<file path="src/rtl/nand_addr_pkg.sv">
package nand_addr_pkg;
   // width of one address cycle on the flash bus
   localparam int unsigned CYC_W     = 8;
   // largest number of column cycles a request can produce
   localparam int unsigned COL_SLOTS = 2;

   // kind of an issue slot, used by the slot planner
   typedef enum logic [1:0] {
      SLOT_COL_FIRST = 2'd0,
      SLOT_COL_WIDE  = 2'd1,
      SLOT_PG_BASE   = 2'd2,
      SLOT_PG_DENSE  = 2'd3
   } slot_kind_e;

   function automatic slot_kind_e kind_of(input int unsigned idx, input int unsigned col_slots);
      if (idx == 0 && col_slots > 0)  return SLOT_COL_FIRST;
      if (idx < col_slots)            return SLOT_COL_WIDE;
      if (idx < col_slots + 2)        return SLOT_PG_BASE;
      return SLOT_PG_DENSE;
   endfunction
endpackage

</file>
<file path="src/rtl/nand_addr_plan.sv">
module nand_addr_plan
   import nand_addr_pkg::*;
#(
   parameter int unsigned COL_N   = COL_SLOTS,
   parameter int unsigned PAGE_N  = 3,
   localparam int unsigned SLOT_N = COL_N + PAGE_N
) (
   input  logic              col_vld_i,
   input  logic              page_vld_i,
   input  logic              large_page_i,
   input  logic              dens_64m_i,
   input  logic              dens_256m_i,
   output logic [SLOT_N-1:0] slot_en_o
);
   logic dense_ok;
   // density threshold depends on page geometry
   assign dense_ok = large_page_i ? dens_256m_i : dens_64m_i;

   for (genvar s = 0; s < SLOT_N; s++) begin : g_slot
      localparam slot_kind_e KIND = kind_of(s, COL_N);
      if (KIND == SLOT_COL_FIRST) begin : g_c0
         assign slot_en_o[s] = col_vld_i;
      end else if (KIND == SLOT_COL_WIDE) begin : g_cw
         assign slot_en_o[s] = col_vld_i & large_page_i;
      end else if (KIND == SLOT_PG_BASE) begin : g_pb
         assign slot_en_o[s] = page_vld_i;
      end else begin : g_pd
         assign slot_en_o[s] = page_vld_i & dense_ok;
      end
   end
endmodule

</file>
<file path="src/rtl/nand_addr_pick.sv">
module nand_addr_pick #(
   parameter int unsigned W = 5
) (
   input  logic [W-1:0] pend_i,
   output logic [W-1:0] sel_o,
   output logic [W-1:0] rest_o,
   output logic         last_o
);
   logic [W-1:0] neg;
   // two's complement isolates the lowest pending slot
   assign neg    = ~pend_i + {{(W-1){1'b0}}, 1'b1};
   assign sel_o  = pend_i & neg;
   assign rest_o = pend_i & ~sel_o;
   assign last_o = (rest_o == '0);
endmodule

</file>
<file path="src/rtl/nand_addr_bytemux.sv">
module nand_addr_bytemux #(
   parameter int unsigned BYTE_W  = 8,
   parameter int unsigned PAGE_N  = 3,
   localparam int unsigned ADDR_W = BYTE_W * PAGE_N
) (
   input  logic [PAGE_N-1:0] page_sel_i,
   input  logic [ADDR_W-1:0] addr_i,
   output logic [BYTE_W-1:0] byte_o
);
   // column slots contribute nothing, so an idle or column select yields zero
   always_comb begin
      byte_o = '0;
      for (int k = 0; k < PAGE_N; k++) begin
         byte_o = byte_o | ({BYTE_W{page_sel_i[k]}} & addr_i[k*BYTE_W +: BYTE_W]);
      end
   end
endmodule

</file>
<file path="src/rtl/nand_addr_seq.sv">
module nand_addr_seq
   import nand_addr_pkg::*;
#(
   parameter int unsigned BYTE_W  = CYC_W,
   parameter int unsigned PAGE_AW = 24,
   parameter int unsigned COL_N   = COL_SLOTS,
   localparam int unsigned PAGE_N = PAGE_AW / BYTE_W,
   localparam int unsigned SLOT_N = COL_N + PAGE_N
) (
   input  logic               clk,
   input  logic               rst_n,
   input  logic               start_i,
   input  logic               col_vld_i,
   input  logic               page_vld_i,
   input  logic [PAGE_AW-1:0] page_addr_i,
   input  logic               large_page_i,
   input  logic               dens_64m_i,
   input  logic               dens_256m_i,
   output logic               cyc_valid_o,
   input  logic               cyc_ready_i,
   output logic [BYTE_W-1:0]  cyc_byte_o,
   output logic               done_o,
   output logic               busy_o
);
   if (PAGE_AW != PAGE_N * BYTE_W) begin : g_bad_aw
      $error("page address width must be a whole number of cycles");
   end
   if (PAGE_N < 2) begin : g_bad_pn
      $error("at least two page cycles are required");
   end
   if (COL_N < 1) begin : g_bad_cn
      $error("at least one column cycle is required");
   end

   logic [SLOT_N-1:0]  plan_en;
   logic [SLOT_N-1:0]  pend_q;
   logic [SLOT_N-1:0]  sel;
   logic [SLOT_N-1:0]  rest;
   logic               last;
   logic [PAGE_AW-1:0] addr_q;
   logic               done_q;
   logic               take_req;
   logic               accept;

   nand_addr_plan #(.COL_N(COL_N), .PAGE_N(PAGE_N)) plan_i (
      .col_vld_i    (col_vld_i),
      .page_vld_i   (page_vld_i),
      .large_page_i (large_page_i),
      .dens_64m_i   (dens_64m_i),
      .dens_256m_i  (dens_256m_i),
      .slot_en_o    (plan_en)
   );

   nand_addr_pick #(.W(SLOT_N)) pick_i (
      .pend_i (pend_q),
      .sel_o  (sel),
      .rest_o (rest),
      .last_o (last)
   );

   nand_addr_bytemux #(.BYTE_W(BYTE_W), .PAGE_N(PAGE_N)) mux_i (
      .page_sel_i (sel[SLOT_N-1:COL_N]),
      .addr_i     (addr_q),
      .byte_o     (cyc_byte_o)
   );

   assign busy_o      = |pend_q;
   assign cyc_valid_o = busy_o;
   assign take_req    = start_i & ~busy_o;
   assign accept      = busy_o & cyc_ready_i;

   always_ff @(posedge clk or negedge rst_n) begin
      if (!rst_n) begin
         pend_q <= '0;
         addr_q <= '0;
         done_q <= 1'b0;
      end else begin
         done_q <= 1'b0;
         if (take_req) begin
            pend_q <= plan_en;
            addr_q <= page_addr_i;
            if (plan_en == '0) done_q <= 1'b1;
         end else if (accept) begin
            pend_q <= rest;
            if (last) done_q <= 1'b1;
         end
      end
   end

   assign done_o = done_q;
endmodule

</file>
<file path="config.mk">
export PLATFORM = sky130hd
export DESIGN_NAME = nand_addr_seq
export DESIGN_NICKNAME = d
export VERILOG_FILES = /design/src/rtl/nand_addr_pkg.sv /design/src/rtl/nand_addr_plan.sv /design/src/rtl/nand_addr_pick.sv /design/src/rtl/nand_addr_bytemux.sv /design/src/rtl/nand_addr_seq.sv
export SDC_FILE = /design/constraint.sdc
export NUM_CORES = 1
export LEC_CHECK = 0
export BUFFER_PORTS_ARGS = -buffer_cell sky130_fd_sc_hd__buf_2
export CORE_ASPECT_RATIO = 0.75
export CORE_MARGIN = 8
export CORE_UTILIZATION = 45
export CTS_BUF_LIST = sky130_fd_sc_hd__clkbuf_2
export DETAILED_ROUTE_END_ITERATION = 16
export PLACE_DENSITY = 0.71
export SLEW_MARGIN = 30
export SYNTH_ARGS = -nofsm -noshare
export SYNTH_HDL_FRONTEND = slang
export SYNTH_SLANG_ARGS = --single-unit
export TNS_END_PERCENT = 30
</file>
<file path="constraint.sdc">
create_clock -name clk -period 2.7 [get_ports clk]
set_clock_uncertainty 0.1 [all_clocks]
set_input_delay 0.81 -clock clk [delete_from_list [all_inputs] [get_ports clk]]
set_output_delay 0.81 -clock clk [all_outputs]
set_load 0.01 [all_outputs]
</file>
**After elaboration in Yosys (flattened, before gate mapping)**

Index checks and enable logic that the tools add are counted.

- Bits of input ports: 33
- Logic and storage cells: 29
- Register bits: 30
- Output and inout port bits: 11

- Bitwise gates (word level): 14
- $add $sub $neg: 1
- Reduce and logical (&&, ||, !) cells: 4
- Mux-type cells: 7

Operators with widths:

| operator | number |
|---|---|
| AND 8 bit | 3 |
| bitwise OR 8 bit | 2 |
| AND 5 bit | 2 |
| zero test 5 bit | 2 |
| 2-to-1 mux 5 bit | 2 |
| NOT 5 bit | 2 |
| adder 5 x 1 -> 5 bit, second input constant | 1 |
| 2-to-1 mux 1 bit | 5 |
| OR reduction 5 bit | 1 |
| AND 1 bit | 4 |
| nonzero test 2 bit | 1 |
| NOT 1 bit | 1 |

**Logic depth before layout (Yosys ltp)**

Gate-level depths: netlist of the first run.

- Word-level depth: 9
- Gate-level depth with buffers: 6

**Modules after synthesis**

From an unflattened synthesis of the first run, not the netlist that was laid out.

- Cell total of the unflattened synthesis: 123
- Area total of the unflattened synthesis: 1580.3 sq um

By module, submodules not included:

| module | cells an instance | times used | seq. area each (sq um) | area an instance (sq um) |
|---|---|---|---|---|
| nand_addr_seq | 83 | 1 | 750.7 | 1290.0 |
| nand_addr_pick | 16 | 1 | 0.0 | 123.9 |
| nand_addr_bytemux | 18 | 1 | 0.0 | 120.1 |
| nand_addr_plan | 6 | 1 | 0.0 | 46.3 |

**Least setup slack after synthesis of the first run**

OpenSTA, ideal clock, no wires.

- Kind: flip-flop to output port
- From: register pend_q[0]
- To: output port cyc_valid_o
- Arrival time: 1.432 ns
- Cell stages (with the launch flop): 6
- Slack: 0.358 ns
- Path buffers: 3
- Cells stage by stage: dfrtp_1 buf_6 nor4_4 clkbuf_1 nand2b_1 buf_4

- Word-level cells in the longest chain between the ends: 1

RTL lines:

| item | RTL line | RTL |
|---|---|---|
| from (decl) | nand_addr_seq.sv:36 | `logic [SLOT_N-1:0] pend_q;` |
| from (signal assigned) | nand_addr_seq.sv:80 | `pend_q <= plan_en;` |
| from (signal assigned) | nand_addr_seq.sv:84 | `pend_q <= rest;` |
| OR reduction 5 bit | nand_addr_seq.sv:67 | `assign busy_o = \|pend_q;` |
| to (decl) | nand_addr_seq.sv:19 | `output logic cyc_valid_o,` |

No other way between the ends.

**Final worst setup path of the first run**

- From: register pend_q[1]
- To: output port cyc_byte_o[0]

- Word-level cells in the longest chain between the ends: 6
- Elaborated cells between the ends (all ways): 8
- Those cells by class: 1 x add/sub; 7 x bitwise

RTL lines:

| item | RTL line | RTL |
|---|---|---|
| NOT 5 bit (*) | nand_addr_pick.sv:11 | `assign neg = ~pend_i + {{(W-1){1'b0}}, 1'b1};` |
| adder 5 x 1 -> 5 bit (*) | nand_addr_pick.sv:11 |  |
| AND 5 bit (*) | nand_addr_pick.sv:12 | `assign sel_o = pend_i & neg;` |
| AND 8 bit | nand_addr_bytemux.sv:14 | `byte_o = byte_o \| ({BYTE_W{page_sel_i[k]}} & addr_i[k*BYTE_W +: BYTE_W]);` |
| bitwise OR 8 bit | nand_addr_bytemux.sv:14 |  |
| bitwise OR 8 bit (*) | nand_addr_bytemux.sv:14 |  |
| to (decl) | nand_addr_seq.sv:21 | `output logic [BYTE_W-1:0] cyc_byte_o,` |

Mark *: on every way between the ends. The rest lies on a longest branch, timed or not.

==> impl_summary.log, run 1 <==
[metrics] status: finished clean
[metrics] largest area contributor in the netlist: dfrtp_1
[metrics] detailed placer's ending HPWL: 2.434 mm
[metrics] number of cells produced by synthesis: 114
[metrics] Max VDD drop: 0.5016 mV
[metrics] Area growth, synth to finish: 23.98%
[metrics] final count of negative-setup-slack endpoints: 0
[metrics] post-synthesis sequential area ratio: 0.5231
[metrics] number of DRC violations after detailed-routing iteration 0: 67
[metrics] largest buffer count on any clock path: 2
[metrics] critical path capture point type: primary output
[metrics] startpoint type of the worst setup path: flop
[metrics] clock network fraction of design power: 0.106
[metrics] fraction of final layout cells sized beyond drive strength 1: 0.4583
[metrics] post-route cell area: 0.001779 mm^2
[metrics] Critical Path Fanout Max: 6
[metrics] clock tree sinks: 30
[metrics] Hold Vio Cnt, Final: 0
[metrics] proportion of total power due to net switching: 0.3856
[metrics] floorplan die width: 81.21 um
[metrics] Synth Flop Type: dfrtp_1
[metrics] required time of the critical path: 1.79 ns
[metrics] Port Buffer Count: 43
[metrics] clock latency at the later pin of the worst-skew pair: 0.38 ns
[metrics] maximum operating frequency: 381.6 MHz
[metrics] Area after DPL: 0.001677 mm^2
[metrics] Max Cap Viol: 0
[metrics] total wire length after detailed routing: 3.419 mm
[metrics] total power after layout: 2.069 mW
[metrics] actual transition at the worst max-transition pin: 0.6578 ns
[metrics] first-pass GRT wire length: 5.423 mm
[metrics] initial antenna violation count: 0
[metrics] CTS root buf: clkbuf_2
[metrics] overall die area: 0.005271 mm^2
[metrics] clock transition at the registers of the reported paths: 0.15 ns
[metrics] synthesis warning total: 0
[metrics] clock tree from TritonCTS: built
[metrics] register bit count reported by yosys: 30
[metrics] via count of the first global-routing pass: 1197
[metrics] Nets: 200
[metrics] switching power summed over all nets: 0.7979 mW
[metrics] synthesized netlist net count: 147
[metrics] total standard cell area after synthesis: 0.001435 mm^2
[metrics] arrival time worst endpoint: 1.71 ns
[metrics] number of flops mapped to enable cells by yosys: 0
[metrics] cell leakage power: 0.8668 nW
[metrics] power per cell area: 1163 mW/mm^2
[metrics] utilization after layout: 0.5932
[metrics] Remaining Overflow, GRT: 0
[metrics] count of final max-slew check failures: 0
[metrics] start-to-end type of the worst setup path: reg -> out
[metrics] Detailed Routing Iterations Pass 1: 4
[metrics] number of diodes added for antenna fixing: 0
[metrics] minimum clock period: 2.620 ns
[metrics] number of routed nets with antenna violations: 0
[metrics] share of the synthesized area in the top cell type: 0.5231
[metrics] Flop pwr share: 0.414
[metrics] Core Box Area: 0.002999 mm^2
[metrics] combinational share of power: 0.480
[metrics] Starting Density: 0.4785
[metrics] most used standard cells in the synthesized netlist: dfrtp_1, mux2_1, a22oi_1
[metrics] most used standard cell by instance count after synthesis: dfrtp_1
[metrics] wire length per cell after detailed routing: 16.60 um
[metrics] share of the clock period used by the worst path after layout: 0.9705
[metrics] number of buffers created by CTS: 5
[metrics] routability congestion estimate from global placement: 0.7640
[metrics] setup tns final: 0 ns
[metrics] via count of the routed design: 1104
[metrics] cell-internal power: 1.271 mW
[metrics] Synth cell types: 29
[metrics] setup repair after global routing missed its margin: yes
[metrics] height of the die: 64.91 um
[metrics] mean instance size in the synthesized netlist: 12.59 um^2
[metrics] number of H-tree levels: 2
[metrics] Tot GR Track Use: 0.1308
[metrics] worst hold-check path type: in -> async
[metrics] post-synthesis async set-or-reset flop share: 1.000
[metrics] DRC violation count after routing: 0
[metrics] vias per inst: 5.359
[metrics] cell row count: 17
[metrics] leading cell types by total area after synthesis: dfrtp_1, mux2_1, mux2_2
[metrics] worst rel slew slack: 0.5614
[metrics] count of pins on the block boundary: 44
[metrics] maximum number of pins on one net before global-route repair: 31
## metrics by stage
| stage | setup WS (ns) | hold WS (ns) | std cells |
|---|---|---|---|
| after CTS | 0.02350 | 0.3448 | 201 |
| after global placement | 0.4273 | 0.3702 | 192 |
| final | 0.07955 | 0.3405 | 206 |
| after detailed placement | 0.3730 | 0.3782 | 192 |
| after global routing | -0.01408 | 0.3565 | 206 |
| after floorplan | 0.3579 | 0.3585 | 114 |
## critical path: stages, from the launching register on
cell     delay (ns)
dfrtp_2        0.49
buf_4          0.16
nor3b_2        0.23
buf_4          0.19
a22oi_1        0.07
nand2_1        0.07
buf_2          0.12
## sequential cells by signal, summed over array words and instances (netlist names)
name    flops
done_o      1
pend_q      5
addr_q     24
## cell usage in the layout (no fill, tap or decap), types with 2 or more instances in the layout
cell / synthesis / layout
a22oi_1: 10 / 10
buf_2: 2 / 43
buf_4: 2 / 11
clkbuf_2: 0 / 6
dfrtp_1: 30 / 26
dfrtp_2: 0 / 4
inv_1: 2 / 2
mux2_1: 18 / 18
mux2_2: 7 / 7
nand2_1: 8 / 8
nand2b_1: 2 / 2
nand3_1: 8 / 7
nor4bb_1: 2 / 2
o21ai_0: 3 / 3
## per-layer routing
metal  up-vias  share of wire  track usage
li1        527              -            -
met1       539           0.42       0.1445
met2        27           0.49       0.2138
met3        11          0.061      0.06749
met4         0          0.028      0.04000
met5         -              0            0
## power groups by stage
stage,Combinational (mW),Clock (mW),Sequential (mW)
floorplan,0.703,0,0.769
global placement,0.878,0,0.845
detailed placement,0.898,0,0.858
CTS,0.921,0.222,0.848
global route,1.10,0.237,0.888
finish,0.993,0.219,0.858
## logic make-up after synthesis
kind of cell	after synthesis	share of synthesized area
AOI/OAI and AO/OA	19	0.09677
xor gates and xnor gates	1	0.006104
buffers and inverters	11	0.05144
DFF	30	0.5231
muxes	25	0.1962
and+or+nand+nor	28	0.1264
## layout make-up
| type | count | area [um^2] |
|---|---|---|
| Clock buffer | 6 | 30.03 |
| Clock inverter | 2 | 8.758 |
| Fill cell | 268 | 1220 |
| Inverter | 2 | 7.507 |
| Multi-Input combinational cell | 73 | 620.6 |
| Sequential cell | 30 | 755.7 |
| Tap cell | 38 | 47.55 |
| Timing Repair Buffer | 55 | 309.0 |
## timing repair
item                       4_1_cts  5_1_grt
gates resized for setup          0        7
setup buffers                    1        5
hold buffers                     0        0
pin swaps                        1        0
setup endpoints to repair        4       10
## worst paths after layout
check | from | endpoint | slack (ns) | cells past startpoint
worst min-delay path | rst_n | addr_q[1] | 0.34 | 1
max in group asynchronous | rst_n | pend_q[1] | 1.70 | 1
worst max-delay path | pend_q[1] | cyc_byte_o[0] | 0.08 | 6
worst max register to register | pend_q[1] | addr_q[3] | 0.63 | 6
worst min register to register | addr_q[11] | addr_q[11] | 0.41 | 1
min in group clk | addr_q[11] | addr_q[11] | 0.41 | 1
Power figures use the tool's default switching activity.
==> inputs of run 2 (changes only) <==
PLACE_DENSITY = 0.7   (was 0.71)
SYNTH_HIERARCHICAL = 1   (was not set)
==> run 2 against run 1 <==
Net effect:
- the run now ends with setup timing left
- total power grew 12%
- synthesized area grew 9.2%
- critical endpoint is now cyc_byte_o[6]
- highest routed layer unchanged
- via count is 0.72% higher
- fmax decreased by 3.0%
- largest cell class unchanged
==> impl_summary.log, run 2 <==
[metrics] status: finished, violations left
[metrics] failing checks: setup timing
[metrics] startpoint type of the worst setup path: flop
[metrics] total standard cell area after synthesis: 0.001567 mm^2
[metrics] setup repair after global routing missed its margin: yes
[metrics] worst hold-check path type: in -> async
[metrics] vias per inst: 5.270
[metrics] overall die area: 0.005645 mm^2
[metrics] synthesis warning total: 6
[metrics] register ranked first by flip-flop count: addr_q
[metrics] floorplan die width: 84.13 um
[metrics] DRC violation count after routing: 0
[metrics] cell type of the slowest stage on the worst timing path: dfrtp_1
[metrics] number of diodes added for antenna fixing: 0
[metrics] clock transition at the registers of the reported paths: 0.16 ns
[metrics] final hold slack: 0.3464 ns
[metrics] proportion of total power due to net switching: 0.3715
[metrics] number of cells produced by synthesis: 121
[metrics] smallest setup slack after layout: -0.001781 ns
[metrics] utilization after layout: 0.5790
[metrics] total wire length after detailed routing: 3.669 mm
[metrics] source of the worst register-to-register timing path: pend_q[0]
[metrics] maximum operating frequency: 370.1 MHz
[metrics] Hold Vio Cnt, Final: 0
[metrics] number of H-tree levels: 2
[metrics] cell leakage power: 1.038 nW
[metrics] Port Buffer Count: 43
[metrics] hold buffer count at CTS: 0
[metrics] actual transition at the worst max-transition pin: 0.6565 ns
[metrics] critical register-to-register path endpoint: addr_q[10]
[metrics] number of routed nets with antenna violations: 0
[metrics] CTS root buf: clkbuf_2
[metrics] switching power summed over all nets: 0.8602 mW
[metrics] minimum clock period: 2.702 ns
[metrics] Area growth, synth to finish: 22.36%
[metrics] Max Cap Viol: 0
[metrics] register-to-register setup slack: 0.70 ns
[metrics] via count of the first global-routing pass: 1248
[metrics] via count of the routed design: 1112
[metrics] post-route cell area: 0.001917 mm^2
[metrics] number of DRC violations after detailed-routing iteration 0: 98
[metrics] fraction of final layout cells sized beyond drive strength 1: 0.5614
[metrics] power per cell area: 1208 mW/mm^2
[metrics] cell chain of the critical path: buf_6, nor4_4, and2_4, a222oi_1, inv_1, buf_2
[metrics] Detailed Routing Iterations Pass 1: 6
[metrics] clock network fraction of design power: 0.094
[metrics] initial antenna violation count: 0
[metrics] cell row count: 18
[metrics] mean instance size in the synthesized netlist: 12.95 um^2
[metrics] clock tree sinks: 30
[metrics] Crit path max-delay family: simple AND/OR/NAND/NOR gates
[metrics] slowest stage delay, CP: 0.43 ns
[metrics] synthesized netlist net count: 154
[metrics] FF-to-FF path depth: 4
[metrics] largest buffer count on any clock path: 2
[metrics] critical path capture point type: primary output
[metrics] routability congestion estimate from global placement: 0.8343
[metrics] wire length per cell after detailed routing: 17.39 um
[metrics] combinational share of power: 0.542
[metrics] height of the die: 67.10 um
[metrics] arrival time worst endpoint: 1.79 ns
[metrics] worst rel slew slack: 0.5624
[metrics] clock latency at the later pin of the worst-skew pair: 0.37 ns
[metrics] maximum number of pins on one net before global-route repair: 31
[metrics] leading cell types in the layout, fill and taps excluded: buf_2, dfrtp_1, mux2_4
[metrics] count of pins on the block boundary: 44
[metrics] clock tree from TritonCTS: built
[metrics] share of the clock period used by the worst path after layout: 1.001
[metrics] detailed placer's ending HPWL: 2.493 mm
[metrics] number of flip-flops in the largest register: 24
[metrics] start-to-end type of the worst setup path: reg -> out
[metrics] count of final max-slew check failures: 0
[metrics] Tot GR Track Use: 0.1290
[metrics] Area after DPL: 0.001775 mm^2
[metrics] Remaining Overflow, GRT: 0
[metrics] first-pass GRT wire length: 5.747 mm
[metrics] Core Box Area: 0.003311 mm^2
[metrics] Starting Density: 0.4732
[metrics] number of buffers created by CTS: 5
[metrics] number of non-filler instances in the completed layout: 211
[metrics] cell count after placement: 196
[metrics] Nets: 203
[metrics] final count of negative-setup-slack endpoints: 1
[metrics] Max VDD drop: 0.5948 mV
[metrics] Flop pwr share: 0.364
[metrics] number of buffer and inverter instances along the worst setup path: 3
[metrics] most frequent standard cell in the layout excluding fill and tap cells: buf_2
[metrics] Critical Path Fanout Max: 8
[metrics] cell-internal power: 1.455 mW
[metrics] required time of the critical path: 1.79 ns
-- run 2: cell count changes in the layout (fill, tap and decap cells not counted), sizes merged, moves of 3 or more --
cell,before,now
a222oi,0,8
a22oi,10,0
and2,1,5
inv,2,13
mux2i,0,7
nand2,8,2
nand3,8,1
nor2b,0,3
o21ai,3,0
o22ai,0,4
-- run 2: worst max path at each step --
stage                   start       endpoint  slack [ns]  depth (start not counted)
global route        pend_q[2]    cyc_valid_o       -0.10                          5
finish              pend_q[1]  cyc_byte_o[6]      -0.002                          6
global placement    pend_q[0]  cyc_byte_o[6]        0.08                          4
floorplan           pend_q[0]  cyc_byte_o[0]        0.48                          3
CTS                 pend_q[2]  cyc_byte_o[6]      -0.004                          6
detailed placement  pend_q[0]  cyc_byte_o[6]        0.02                          4
-- run 2: timing repair --
item,CTS,global route
hold endpoints to repair,0,0
resized for setup,13,1
pin swaps,3,7
setup endpoints to repair,10,10
setup buffers,3,4
-- run 2: layout make-up --
class                           count  area, um^2
Tap cell                           40       50.05
Inverter                           13       48.80
Fill cell                         273        1394
Sequential cell                    30       752.0
Clock buffer                        6       30.03
Clock inverter                      2       8.758
Multi-Input combinational cell     67       725.7
Timing Repair Buffer               53       301.5
-- run 2: layer usage --
metal	global-route usage	vias up	part of all wire
met1	0.1416	549	0.42
met2	0.2231	29	0.51
met3	0.04629	5	0.057
met4	0.05579	0	0.013
li1	-	529	-
met5	0	-	0
-- run 2: metrics by stage --
stage	power, mW	TNS [ns]	setup slack, ns
floorplan	1.682	0	0.4776
finish	2.315	-0.001781	-0.001781
global placement	1.888	0	0.08460
global route	2.461	-0.8581	-0.1029
CTS	2.265	-0.004176	-0.004176
detailed placement	1.930	0	0.01936
-- run 2: power by group through the flow --
stage	clock network (mW)	logic, mW	registers, mW
final	0.218	1.25	0.843
after CTS	0.226	1.20	0.834
after floorplan	0	0.874	0.808
after global routing	0.245	1.35	0.866
after global placement	0	1.07	0.817
after detailed placement	0	1.10	0.828
==> inputs of run 3 (changes only) <==
ABC_AREA = 1   (was not set)
GPL_TIMING_DRIVEN = 0   (was not set)
==> run 3 against run 2 <==
Net effect:
- the flow now finishes without violations
- combinational power shrank 21%
- cell count up 50%
- synthesized area up 2.5%
- utilization shrank 0.33 points
- total power shrank 13%
- critical endpoint is now cyc_byte_o[4]
- largest cell class unchanged
==> impl_summary.log, run 3 <==
[metrics] number of diodes added for antenna fixing: 0
[metrics] minimum clock period: 2.585 ns
[metrics] smallest setup slack after layout: 0.1154 ns
[metrics] height of the die: 67.73 um
[metrics] critical path capture point type: primary output
[metrics] clock latency at the later pin of the worst-skew pair: 0.36 ns
[metrics] worst hold-check path type: in -> async
[metrics] Nets: 308
[metrics] vias per inst: 4.500
[metrics] maximum number of pins on one net before global-route repair: 31
[metrics] share of the clock period used by the worst path after layout: 0.9573
[metrics] total standard cell area after synthesis: 0.001605 mm^2
[metrics] filler cell count: 325
[metrics] DRC violation count after routing: 0
[metrics] start-to-end type of the worst setup path: reg -> out
[metrics] count of final max-slew check failures: 0
[metrics] clock tree from TritonCTS: built
[metrics] number of cells produced by synthesis: 223
[metrics] overall die area: 0.005754 mm^2
[metrics] final count of negative-setup-slack endpoints: 0
[metrics] Core Box Area: 0.003356 mm^2
[metrics] register ranked first by flip-flop count: addr_q
[metrics] synthesis warning total: 6
[metrics] fraction of final layout cells sized beyond drive strength 1: 0.2971
[metrics] CTS root buf: clkbuf_2
[metrics] routability congestion estimate from global placement: 0.8639
[metrics] via count of the first global-routing pass: 1368
[metrics] initial antenna violation count: 0
[metrics] startpoint type of the worst setup path: flop
[metrics] leading cell types in the layout, fill and taps excluded: nand2_1, buf_2, dfrtp_1
[metrics] clock transition at the registers of the reported paths: 0.16 ns
[metrics] mean instance size in the synthesized netlist: 7.199 um^2
[metrics] number of routed nets with antenna violations: 0
[metrics] arrival time worst endpoint: 1.67 ns
[metrics] maximum operating frequency: 386.9 MHz
[metrics] Starting Density: 0.4784
[metrics] Remaining Overflow, GRT: 0
[metrics] number of H-tree levels: 2
[metrics] FF-to-FF path depth: 7
[metrics] Port Buffer Count: 43
[metrics] actual transition at the worst max-transition pin: 0.6482 ns
[metrics] total wire length after detailed routing: 3.687 mm
[metrics] most frequent standard cell in the layout excluding fill and tap cells: nand2_1
[metrics] number of flip-flops in the largest register: 24
[metrics] total power after layout: 2.005 mW
[metrics] Area growth, synth to finish: 20.34%
[metrics] setup repair after global routing missed its margin: no
[metrics] number of buffers created by CTS: 5
[metrics] clock tree sinks: 30
[metrics] power per cell area: 1038 mW/mm^2
[metrics] setup tns final: 0 ns
[metrics] final hold slack: 0.3566 ns
[metrics] count of pins on the block boundary: 44
[metrics] number of DRC violations after detailed-routing iteration 0: 71
[metrics] Tot GR Track Use: 0.1364
[metrics] cell leakage power: 1.161 nW
[metrics] floorplan die width: 84.97 um
[metrics] Detailed Routing Iterations Pass 1: 4
[metrics] detailed placer's ending HPWL: 2.829 mm
[metrics] worst rel slew slack: 0.5678
[metrics] required time of the critical path: 1.79 ns
[metrics] status: finished clean
[metrics] register-to-register setup slack: 1.14 ns
[metrics] cell row count: 18
[metrics] synthesized netlist net count: 256
[metrics] wire length per cell after detailed routing: 11.67 um
[metrics] Max VDD drop: 0.4274 mV
[metrics] via count of the routed design: 1422
[metrics] Max Cap Viol: 0
[metrics] first-pass GRT wire length: 6.154 mm
[metrics] largest buffer count on any clock path: 2
[metrics] worst setup slack after placement: 0.4263 ns
[metrics] Hold Vio Cnt, Final: 0
[metrics] Critical Path Fanout Max: 8
[run 3: per-layer routing]
metal  wire length (um)  global-route usage  up-vias
met2               1471              0.1864       33
met1               1991              0.1947      618
li1                   -                   -      766
met5                  0                   0        -
met3                188             0.04485        5
met4                 36             0.04636        0
[run 3: stage by stage]
step | cells | util | area, um^2
finish | 316 | 0.5757 | 1932
global route | 316 | 0.5757 | 1932
CTS | 314 | 0.5697 | 1912
detailed placement | 306 | 0.5574 | 1871
global placement | 306 | 0.5574 | 1871
floorplan | 223 | - | 1605
[run 3: layout make-up]
cell class / count / area [um^2] / share of cell area
flip-flops and latches: 30 / 753.2 / 0.3899
plain buffers: 13 / 87.58 / 0.04534
clock buffers: 6 / 30.03 / 0.01554
clock inverters: 2 / 8.758 / 0.004534
multi-input cells: 159 / 691.9 / 0.3582
well taps: 40 / 50.05 / 0.02591
repair buffers: 45 / 230.2 / 0.1192
inverters: 21 / 80.08 / 0.04145
[run 3: report_power, final]
| group | leakage [nW] | switching, mW | total [mW] | internal, mW |
|---|---|---|---|---|
| clock network | 0.0304 | 0.151 | 0.215 | 0.0637 |
| registers | 0.375 | 0.144 | 0.805 | 0.661 |
| logic | 0.755 | 0.599 | 0.986 | 0.387 |
[run 3: path summary, 6_finish.rpt]
| path | startpoint | end |
|---|---|---|
| hold / removal | rst_n | addr_q[10] |
| setup reg to reg | pend_q[1] | addr_q[13] |
| setup / recovery | pend_q[0] | cyc_byte_o[4] |
| max in group asynchronous | rst_n | pend_q[0] |
| min in group clk | addr_q[10] | addr_q[10] |
| hold reg to reg | addr_q[10] | addr_q[10] |
[run 3: repair_timing]
item,in CTS,in global routing
resized for setup,2,4
pin swaps,0,1
endpoints found under the setup margin,1,8
setup buffers,0,2
hold buffers,0,0
[run 3: critical path, stage by stage, from the launching register on]
cell	delay [ns]
dfrtp_2	0.49
nor2_4	0.14
nand2_2	0.08
nor3_1	0.13
buf_4	0.19
nand2_1	0.06
nand3_1	0.08
buf_2	0.14
